## src/rtl/fbs_pkg.sv

```systemverilog
package fbs_pkg;
    typedef enum logic [1:0] {
        ST_IDLE,
        ST_STATUS,
        ST_CHUNK,
        ST_FINISH
    } fbs_state_e;
endpackage

```

## src/rtl/fbs_status_capture.sv

```systemverilog
module fbs_status_capture #(
    parameter int BURST_LSB = 8,
    parameter int BURST_W   = 16
) (
    input  logic               clk,
    input  logic               rst_n,
    input  logic               clear_i,
    input  logic               byte_valid_i,
    input  logic [7:0]         byte_i,
    output logic [BURST_W-1:0] burst_o
);
    logic [1:0] idx_q;

    always_ff @(posedge clk) begin
        if (!rst_n || clear_i) idx_q <= '0;
        else if (byte_valid_i) idx_q <= idx_q + 2'd1;
    end

    // Little-endian assembly: byte k of the stream carries status bits 8k+7..8k.
    for (genvar j = 0; j < BURST_W; j++) begin : g_bit
        localparam int SRC = BURST_LSB + j;
        always_ff @(posedge clk) begin
            if (!rst_n) burst_o[j] <= 1'b0;
            else if (byte_valid_i && idx_q == 2'(SRC / 8)) burst_o[j] <= byte_i[SRC % 8];
        end
    end
endmodule

```

## src/rtl/fbs_chunk_sizer.sv

```systemverilog
module fbs_chunk_sizer #(
    parameter int LEN_W     = 16,
    parameter int BURST_W   = 16,
    parameter int MAX_CHUNK = 64,
    parameter int CHUNK_W   = 7
) (
    input  logic [LEN_W-1:0]   remain_i,
    input  logic [BURST_W-1:0] burst_i,
    output logic [CHUNK_W-1:0] chunk_o
);
    logic [CHUNK_W-1:0] rem_c, bur_c;

    always_comb begin
        rem_c = (remain_i > LEN_W'(MAX_CHUNK)) ? CHUNK_W'(MAX_CHUNK) : remain_i[CHUNK_W-1:0];
        bur_c = (burst_i > BURST_W'(MAX_CHUNK)) ? CHUNK_W'(MAX_CHUNK) : burst_i[CHUNK_W-1:0];
        chunk_o = (rem_c < bur_c) ? rem_c : bur_c;
    end
endmodule

```

## src/rtl/fifo_burst_splitter.sv

```systemverilog
module fifo_burst_splitter
    import fbs_pkg::*;
#(
    parameter int LEN_W     = 16,
    parameter int ADDR_W    = 16,
    parameter int MAX_CHUNK = 64,
    parameter int BURST_LSB = 8,
    parameter int BURST_W   = 16,
    parameter logic [ADDR_W-1:0] STS_ADDR  = 'h18,
    parameter logic [ADDR_W-1:0] FIFO_ADDR = 'h24,
    localparam int CHUNK_W = $clog2(MAX_CHUNK + 1)
) (
    input  logic               clk,
    input  logic               rst_n,
    input  logic               start_i,
    input  logic               dir_rd_i,
    input  logic [LEN_W-1:0]   len_i,
    output logic               busy_o,
    output logic               done_o,
    output logic               err_o,
    output logic               req_valid_o,
    output logic               req_write_o,
    output logic [ADDR_W-1:0]  req_addr_o,
    output logic [CHUNK_W-1:0] req_len_o,
    input  logic               req_done_i,
    input  logic               req_err_i,
    input  logic               xfer_strobe_i,
    input  logic [7:0]         xfer_rdata_i,
    output logic [7:0]         xfer_wdata_o,
    output logic [LEN_W-1:0]   buf_addr_o,
    input  logic [7:0]         buf_rdata_i,
    output logic               buf_we_o,
    output logic [7:0]         buf_wdata_o
);
    localparam logic [CHUNK_W-1:0] STS_LEN = CHUNK_W'(4);

    fbs_state_e         state_q, state_d;
    logic               dir_q, err_q;
    logic [LEN_W-1:0]   len_q, pos_q, off_q, remain;
    logic [CHUNK_W-1:0] chunk_q, chunk_next;
    logic [BURST_W-1:0] burst;

    assign remain = len_q - pos_q;

    fbs_status_capture #(.BURST_LSB(BURST_LSB), .BURST_W(BURST_W)) u_sts (
        .clk(clk), .rst_n(rst_n),
        .clear_i(state_q != ST_STATUS || req_done_i),
        .byte_valid_i(state_q == ST_STATUS && xfer_strobe_i),
        .byte_i(xfer_rdata_i),
        .burst_o(burst)
    );

    fbs_chunk_sizer #(.LEN_W(LEN_W), .BURST_W(BURST_W), .MAX_CHUNK(MAX_CHUNK),
                      .CHUNK_W(CHUNK_W)) u_size (
        .remain_i(remain), .burst_i(burst), .chunk_o(chunk_next)
    );

    always_comb begin
        state_d = state_q;
        unique case (state_q)
            ST_IDLE:   if (start_i) state_d = (len_i == '0) ? ST_FINISH : ST_STATUS;
            ST_STATUS: if (req_done_i) begin
                           if (req_err_i)          state_d = ST_FINISH;
                           else if (burst == '0)   state_d = ST_STATUS;
                           else                    state_d = ST_CHUNK;
                       end
            ST_CHUNK:  if (req_done_i) begin
                           if (req_err_i || remain == LEN_W'(chunk_q)) state_d = ST_FINISH;
                           else                                        state_d = ST_STATUS;
                       end
            ST_FINISH: state_d = ST_IDLE;
            default:   state_d = ST_IDLE;
        endcase
    end

    always_ff @(posedge clk) begin
        if (!rst_n) state_q <= ST_IDLE;
        else        state_q <= state_d;
    end

    always_ff @(posedge clk) begin
        if (!rst_n) begin
            dir_q   <= 1'b0;
            err_q   <= 1'b0;
            len_q   <= '0;
            pos_q   <= '0;
            off_q   <= '0;
            chunk_q <= '0;
        end else begin
            unique case (state_q)
                ST_IDLE: if (start_i) begin
                    dir_q <= dir_rd_i;
                    len_q <= len_i;
                    pos_q <= '0;
                    off_q <= '0;
                    err_q <= 1'b0;
                end
                ST_STATUS: if (req_done_i) begin
                    err_q   <= req_err_i;
                    chunk_q <= chunk_next;
                end
                ST_CHUNK: begin
                    if (req_done_i) begin
                        pos_q <= pos_q + LEN_W'(chunk_q);
                        off_q <= '0;
                        err_q <= req_err_i;
                    end else if (xfer_strobe_i) begin
                        off_q <= off_q + 1'b1;
                    end
                end
                default: ;
            endcase
        end
    end

    always_comb begin
        busy_o       = (state_q != ST_IDLE);
        done_o       = (state_q == ST_FINISH);
        err_o        = (state_q == ST_FINISH) && err_q;
        req_valid_o  = (state_q == ST_STATUS) || (state_q == ST_CHUNK);
        req_write_o  = (state_q == ST_CHUNK) && !dir_q;
        req_addr_o   = (state_q == ST_CHUNK) ? FIFO_ADDR : STS_ADDR;
        req_len_o    = (state_q == ST_CHUNK) ? chunk_q : STS_LEN;
        buf_addr_o   = pos_q + off_q;
        buf_we_o     = (state_q == ST_CHUNK) && dir_q && xfer_strobe_i;
        buf_wdata_o  = xfer_rdata_i;
        xfer_wdata_o = buf_rdata_i;
    end


    chunk_size_chk: assert property (@(posedge clk) disable iff (!rst_n)
        (req_valid_o && req_addr_o == FIFO_ADDR) |->
            (req_len_o != '0 && req_len_o <= CHUNK_W'(MAX_CHUNK) && LEN_W'(req_len_o) <= remain));


    req_hold_chk: assert property (@(posedge clk) disable iff (!rst_n)
        (req_valid_o && !req_done_i) |=>
            (req_valid_o && $stable(req_addr_o) && $stable(req_len_o) && $stable(req_write_o)));


    done_pulse_chk: assert property (@(posedge clk) disable iff (!rst_n)
        done_o |=> (!done_o && !req_valid_o));


    err_with_done_chk: assert property (@(posedge clk) disable iff (!rst_n)
        err_o |-> done_o);


    pos_bound_chk: assert property (@(posedge clk) disable iff (!rst_n)
        busy_o |-> (pos_q <= len_q));


    zero_len_chk: assert property (@(posedge clk) disable iff (!rst_n)
        (!busy_o && start_i && len_i == '0) |=> (done_o && !err_o && !req_valid_o));
endmodule

```

## config.mk

```make
export PLATFORM = sky130hd
export DESIGN_NAME = fifo_burst_splitter
export DESIGN_NICKNAME = d
export VERILOG_FILES = /design/src/rtl/fbs_pkg.sv /design/src/rtl/fbs_status_capture.sv /design/src/rtl/fbs_chunk_sizer.sv /design/src/rtl/fifo_burst_splitter.sv
export SDC_FILE = /design/constraint.sdc
export NUM_CORES = 1
export LEC_CHECK = 0
export BUFFER_PORTS_ARGS = -buffer_cell sky130_fd_sc_hd__buf_4
export CAP_MARGIN = 20
export CORE_ASPECT_RATIO = 0.5
export CORE_UTILIZATION = 52
export DETAILED_ROUTE_END_ITERATION = 7
export GPL_TIMING_DRIVEN = 0
export PLACE_DENSITY = 0.88
export RECOVER_POWER = 50
export REMOVE_ABC_BUFFERS = 1
export SETUP_SLACK_MARGIN = 0.15
export SLEW_MARGIN = 10
export SYNTH_ARGS = -nofsm -noshare
export SYNTH_HDL_FRONTEND = slang
export SYNTH_SLANG_ARGS = --single-unit
```

## constraint.sdc

```tcl
create_clock -name clk -period 4.3 [get_ports clk]
set_clock_uncertainty 0.05 [all_clocks]
set_input_delay 0.215 -clock clk [delete_from_list [all_inputs] [get_ports clk]]
set_output_delay 0.215 -clock clk [all_outputs]
set_load 0.03 [all_outputs]
```

# --- Word-level counts from Yosys, hierarchy flattened ---
# Cells that the tools add are included.
# W data, S select, Z words.
op_classes:
  add_sub_neg: 5
  n_lt_le_gt_ge: 3
  eq_ne: 12
  n_mux: 22
  n_reduce_logical: 26
op_table:
  columns: ["op", "count"]
  rows:
  - ["$mux W16", 4]
  - ["$pmux W16 S2", 2]
  - ["$gt A16 B7 Y1 const B", 2]
  - ["$logic_not A16 Y1", 2]
  - ["$mux W7", 4]
  - ["$add A16 B1 Y16 const B", 1]
  - ["$add A16 B16 Y16", 1]
  - ["$add A16 B7 Y16", 1]
  - ["$eq A16 B7 Y1", 1]
  - ["$sub A16 B16 Y16", 1]
  - ["$mux W2", 7]
  - ["$reduce_and A3 Y1", 4]
  - ["$pmux W2 S4", 1]
  - ["$logic_and A1 B1 Y1", 7]
  - ["$lt A7 B7 Y1", 1]
  - ["$eq A2 B2 Y1 const B", 3]
  - ["$mux W6", 1]
  - ["$ne A2 B2 Y1 const B", 3]
  - ["$reduce_bool A2 Y1", 3]
  - ["$eq A2 B1 Y1 const B", 2]
  - ["$logic_or A1 B1 Y1", 4]
  - ["$ne A2 B1 Y1 const B", 2]
  - ["$reduce_and A2 Y1", 2]
  - ["$ne A3 B3 Y1 const B", 1]
  - ["6 further kinds", 8]
word_totals:
  ff_bits: 77
  input_bits: 39

# --- Logic depth before layout (Yosys ltp) ---
logic_depth:
  depth_word: 6
  mapped_depth: 19
  ltp_nobuf: 18

# --- Hierarchy ---
# From an unflattened synthesis, not the netlist that was laid out.
hier_totals:
  cells_unflattened: 749
  area_unflattened_um2: 5955.7
modules_own_cells:
  columns: ["module", "instances", "cells_per_inst", "area_per_inst_um2", "seq_area_each_um2"]
  rows:
  - ["fifo_burst_splitter", 1, 612, 4755.8, 1181.1]
  - ["fbs_status_capture", 1, 87, 803.3, 360.3]
  - ["fbs_chunk_sizer", 1, 50, 396.6, 0.0]

# --- Worst setup path before layout ---
# Ideal clock, no wire load.
synth_path:
  path_kind: "register -> register"
  startpoint: "register pos_q[0]"
  endpoint: "register chunk_q[6]"
  arrival_time_ns: 3.886
  required_ns: 4.123
  setup_slack_ns: 0.237
  path_stages_with_launch: 17
  n_path_buf: 0
  synth_period_minus_slack_ns: 4.063
  cell_sequence: "dfxtp_1 ha_1 inv_1 fa_1 a211oi_2 o21bai_2 a2111oi_2 or3_1 xnor2_1 nor4_4 nand4_1 ha_1 o2111ai_1 nor3_1 nand3_4 and4_1 or3_1"
synth_between:
  elab_chain_len: 5
synth_lines:
  columns: ["element", "line_no", "rtl"]
  rows:
  - ["start, declared", "fifo_burst_splitter.sv:39", "logic [LEN_W-1:0] len_q, pos_q, off_q, remain;"]
  - ["start signal, assigned", "fifo_burst_splitter.sv:104", "pos_q <= pos_q + LEN_W'(chunk_q);"]
  - ["$sub A16 B16 Y16 *", "fifo_burst_splitter.sv:43", "assign remain = len_q - pos_q;"]
  - ["$gt A16 B7 Y1", "fbs_chunk_sizer.sv:14", "rem_c = (remain_i > LEN_W'(MAX_CHUNK)) ? CHUNK_W'(MAX_CHUNK) : remain_i[CHUNK_W-1:0];"]
  - ["$mux W7 *", "fbs_chunk_sizer.sv:14", null]
  - ["$lt A7 B7 Y1", "fbs_chunk_sizer.sv:16", "chunk_o = (rem_c < bur_c) ? rem_c : bur_c;"]
  - ["$mux W7 *", "fbs_chunk_sizer.sv:16", null]
  - ["end signal, assigned", "fifo_burst_splitter.sv:100", "chunk_q <= chunk_next;"]
  - ["end, declared", "fifo_burst_splitter.sv:40", "logic [CHUNK_W-1:0] chunk_q, chunk_next;"]
# Every way passes the cells marked *; elsewhere a longest branch is shown, timed or not.
# A chain may end at the register's enable or synchronous reset.

# --- Final worst setup path ---
layout_path:
  startpoint: "register pos_q[2]"
  endpoint: "register chunk_q[0]"
# Same word-level chain as after synthesis.

==> out/metrics.csv <==
stage;metric;value;unit
critical_path;Worst path slowest cell;o31ai_2;
clock_network;Worst-Skew Late Latency;0.34;ns
power_and_ir_drop;Peak VDD IR;0.264;mV
logic_synthesis;sequential area share after synthesis;0.264;
sta;Slew HR;0.334;
critical_path;Setup crit end kind;flip-flop;
drt;Iter 0 DRT Violations;386;
power_and_ir_drop;Power per Cell Area;309;mW/mm²
critical_path;CP required;4.48;ns
global_route;grt ovf;0;
sta;RSZ-0062 raised after global routing;yes;
cells_and_area;most common cell after layout, fill and taps aside;nand2_1;
floorplanning;die width;152;µm
sta;setup TNS;0;ns
global_route;largest net degree at the start of global routing;54;
placed_design;DP HPWL;11.0;mm
logic_synthesis;post-synth top area share;0.264;
sta;Final setup viols;0;
clock_network;H-tree levels;3;
global_route;gr usage total;0.266;
clock_network;CTS Root Cell;clkbuf_16;
critical_path;worst endpoint data arrival time;4.42;ns
sta;Slew @ Worst Pin;0.989;ns
sta;fin crit period;4.24;ns
clock_network;Clock Pin Slew Worst Setup and Hold Paths;0.06;ns
critical_path;critical path class;flip-flop to flip-flop;
floorplanning;Initial Utilization;0.553;
logic_synthesis;Yosys cell types;65;
cells_and_area;layout cells sized above 1;0.154;
sta;FMAX;236;MHz
sta;max-slew violations;0;
logic_synthesis;top_reg_cell synth;dfxtp_1;
logic_synthesis;synthesis-stage register bit count;77;
drt;antenna viol nets, final;0;
drt;drt drc;0;
placed_design;dpl cell area;0.00628;mm²
logic_synthesis;synthesized netlist cell count;726;
critical_path;CP max stage delay;0.44;ns
floorplanning;# IOs;100;
cells_and_area;fill count;874;
run;MaxCap Viol Count;0;
cells_and_area;ANT cells;0;
placed_design;placer's final routability congestion estimate;0.892;
sta;Final period util;0.987;
logic_synthesis;top cells by area, synth;dfxtp_1, ha_1, nand2_1;
logic_synthesis;yosys synthesis warning count;0;
floorplanning;Die ar.;0.0117;mm²
clock_network;CTS Sinks;77;
power_and_ir_drop;Pleak;3.00;nW
drt;wire length per cell;16.5;µm
critical_path;delay-heaviest family, CP;compound AO/OA/AOI/OAI gates;
drt;vias;5535;
cells_and_area;Cell Count, Final, Fillers Out;932;
floorplanning;Std-Cell Rows;26;
logic_synthesis;EDFF count, synth;0;
critical_path;worst path bufs/invs;1;
logic_synthesis;Async SR Flop Fraction;0;
critical_path;crit-path max FO;6;
power_and_ir_drop;overall power;2.10;mW
global_route;via count of the first global-routing pass;5217;
logic_synthesis;Syn Area/Cell;8.03;µm²
cells_and_area;Multi-input gate area;0.00402;mm²
placed_design;IO Port Bufs;71;
clock_network;cts bufs inserted;9;
sta;Final Hold Vio Count;0;
status;outcome;complete, no violations;
floorplanning;CORE AREA;0.0105;mm²
logic_synthesis;post-synth top area cell;dfxtp_1;
clock_network;CTS tree;done;
placed_design;DP Cell Count;899;
worst_hold_path;hold crit path type;primary input to flip-flop;
drt;Pre-antenna DRT Iters;5;
critical_path;critical-path cell list;inv_1 > ha_1 > o21a_1 > o31a_1 > o21a_1 > o31ai_2 > a31oi_1 > a211oi_2 > nand2_2 > nor2_2 > ha_4 > a21o_1 > a21oi_2 > o21a_1 > a21oi_1 > o311a_1;
floorplanning;Vert. Die Dim;76.9;µm
cells_and_area;most frequent cells in the layout;nand2_1, dfxtp_1, buf_4, nor2_1, ha_1;
clock_network;Clock Path Buffers;2;
cells_and_area;Layout area overhead;16.6;%
global_route;antenna violations before repair;0;
cells_and_area;Seq. cell area;0.00155;mm²
critical_path;most frequent CP cell;o21a_1;
critical_path;Worst setup SP type;flip-flop;
drt;vias per cell;5.94;
cells_and_area;Nets;880;
logic_synthesis;Synth Cell Area;0.00583;mm²
cells_and_area;post-route cell area;0.00679;mm²
drt;routed wire length;15.4;mm
global_route;first-pass GRT wire length;24.7;mm
## timing repair
action,4_1_cts,5_1_grt
hold buffers,0,0
buffers inserted,10,6
pin swaps,13,14
resized for setup,16,16
setup endpoints to repair,7,7
cloned,1,0
## Yosys cell counts, drive strengths merged (5+ instances only)
library cell	instances
a211o	6
a211oi	10
a21boi	20
a21o	8
a21oi	32
a31oi	5
and2	14
and3	14
buf	32
clkbuf	17
dfxtp	77
ha	51
inv	39
mux2i	19
nand2	83
nand2b	8
nand3	17
nand4	9
nor2	60
nor2b	25
nor3	16
nor4	7
o21a	5
o21ai	35
o21bai	5
or3	8
xnor2	28
xor2	22
## metrics by stage
stage,hold WS [ns],utilization,worst slack (ns)
2_1_floorplan,0.264,-,0.237
4_1_cts,0.0887,0.637,0.143
3_3_place_gp,0.380,0.596,-0.222
3_5_place_dp,0.380,0.596,-0.272
5_1_grt,0.0958,0.645,-0.106
6_report,0.0907,0.645,0.0565
## worst register-to-register path: cells and delay by family (launching register included)
| kind | cells | cell delay, ns |
|---|---|---|
| adder cells (fa/ha/maj) | 2 | 0.61 |
| buffers and inverters | 1 | 0.08 |
| AO/OA/AOI/OAI | 11 | 2.62 |
| flip-flops | 1 | 0.40 |
| AND/OR/NAND/NOR | 2 | 0.37 |
## metal layers
| layer | vias up | global-route usage | share of wire |
|---|---|---|---|
| met2 | 270 | 0.444 | 0.46 |
| met4 | 0 | 0.0832 | 0.022 |
| met5 | - | 0 | 0 |
| met3 | 41 | 0.0488 | 0.088 |
| met1 | 2579 | 0.346 | 0.42 |
| li1 | 2645 | - | - |
## power by group
part	internal, mW	switching [mW]
Sequential	0.733	0.0211
Combinational	0.219	0.346
Clock	0.468	0.313
## registers in the layout (all words and copies together) (netlist names)
| signal | count |
|---|---|
| off_q | 16 |
| state_q | 2 |
| u_sts.burst_o | 16 |
| pos_q | 16 |
| len_q | 16 |
| dir_q | 1 |
| u_sts.idx_q | 2 |
| chunk_q | 7 |
| err_q | 1 |
## kinds of logic after synthesis
kind of cell	Yosys count	synth area share
flops	77	0.264
fa+ha+maj	54	0.120
mux	19	0.0326
other cells	1	0.000643
xor+xnor	51	0.0792
buf+inv	88	0.0764
compound gates	153	0.178
simple gates	283	0.248
## layout make-up
type                            count  share of cell area
Clock buffer                       10              0.0352
Clock inverter                      6              0.0103
Inverter                           39              0.0215
Multi-Input combinational cell    573               0.592
Sequential cell                    77               0.228
Tap cell                          140              0.0258
Timing Repair Buffer               87              0.0873
## worst paths after layout
| kind | startpoint | end | slack [ns] | depth (start not counted) |
|---|---|---|---|---|
| setup reg to reg | pos_q[2]$_SDFFE_PN0P_ | chunk_q[0]$_SDFFE_PN0P_ | 0.06 | 16 |
| hold / removal | len_i[10] | len_q[10]$_SDFFE_PN0P_ | 0.09 | 3 |
| hold reg to reg | len_q[14]$_SDFFE_PN0P_ | len_q[14]$_SDFFE_PN0P_ | 0.42 | 2 |
| setup / recovery | pos_q[2]$_SDFFE_PN0P_ | chunk_q[0]$_SDFFE_PN0P_ | 0.06 | 16 |
Power figures use the tool's default switching activity.
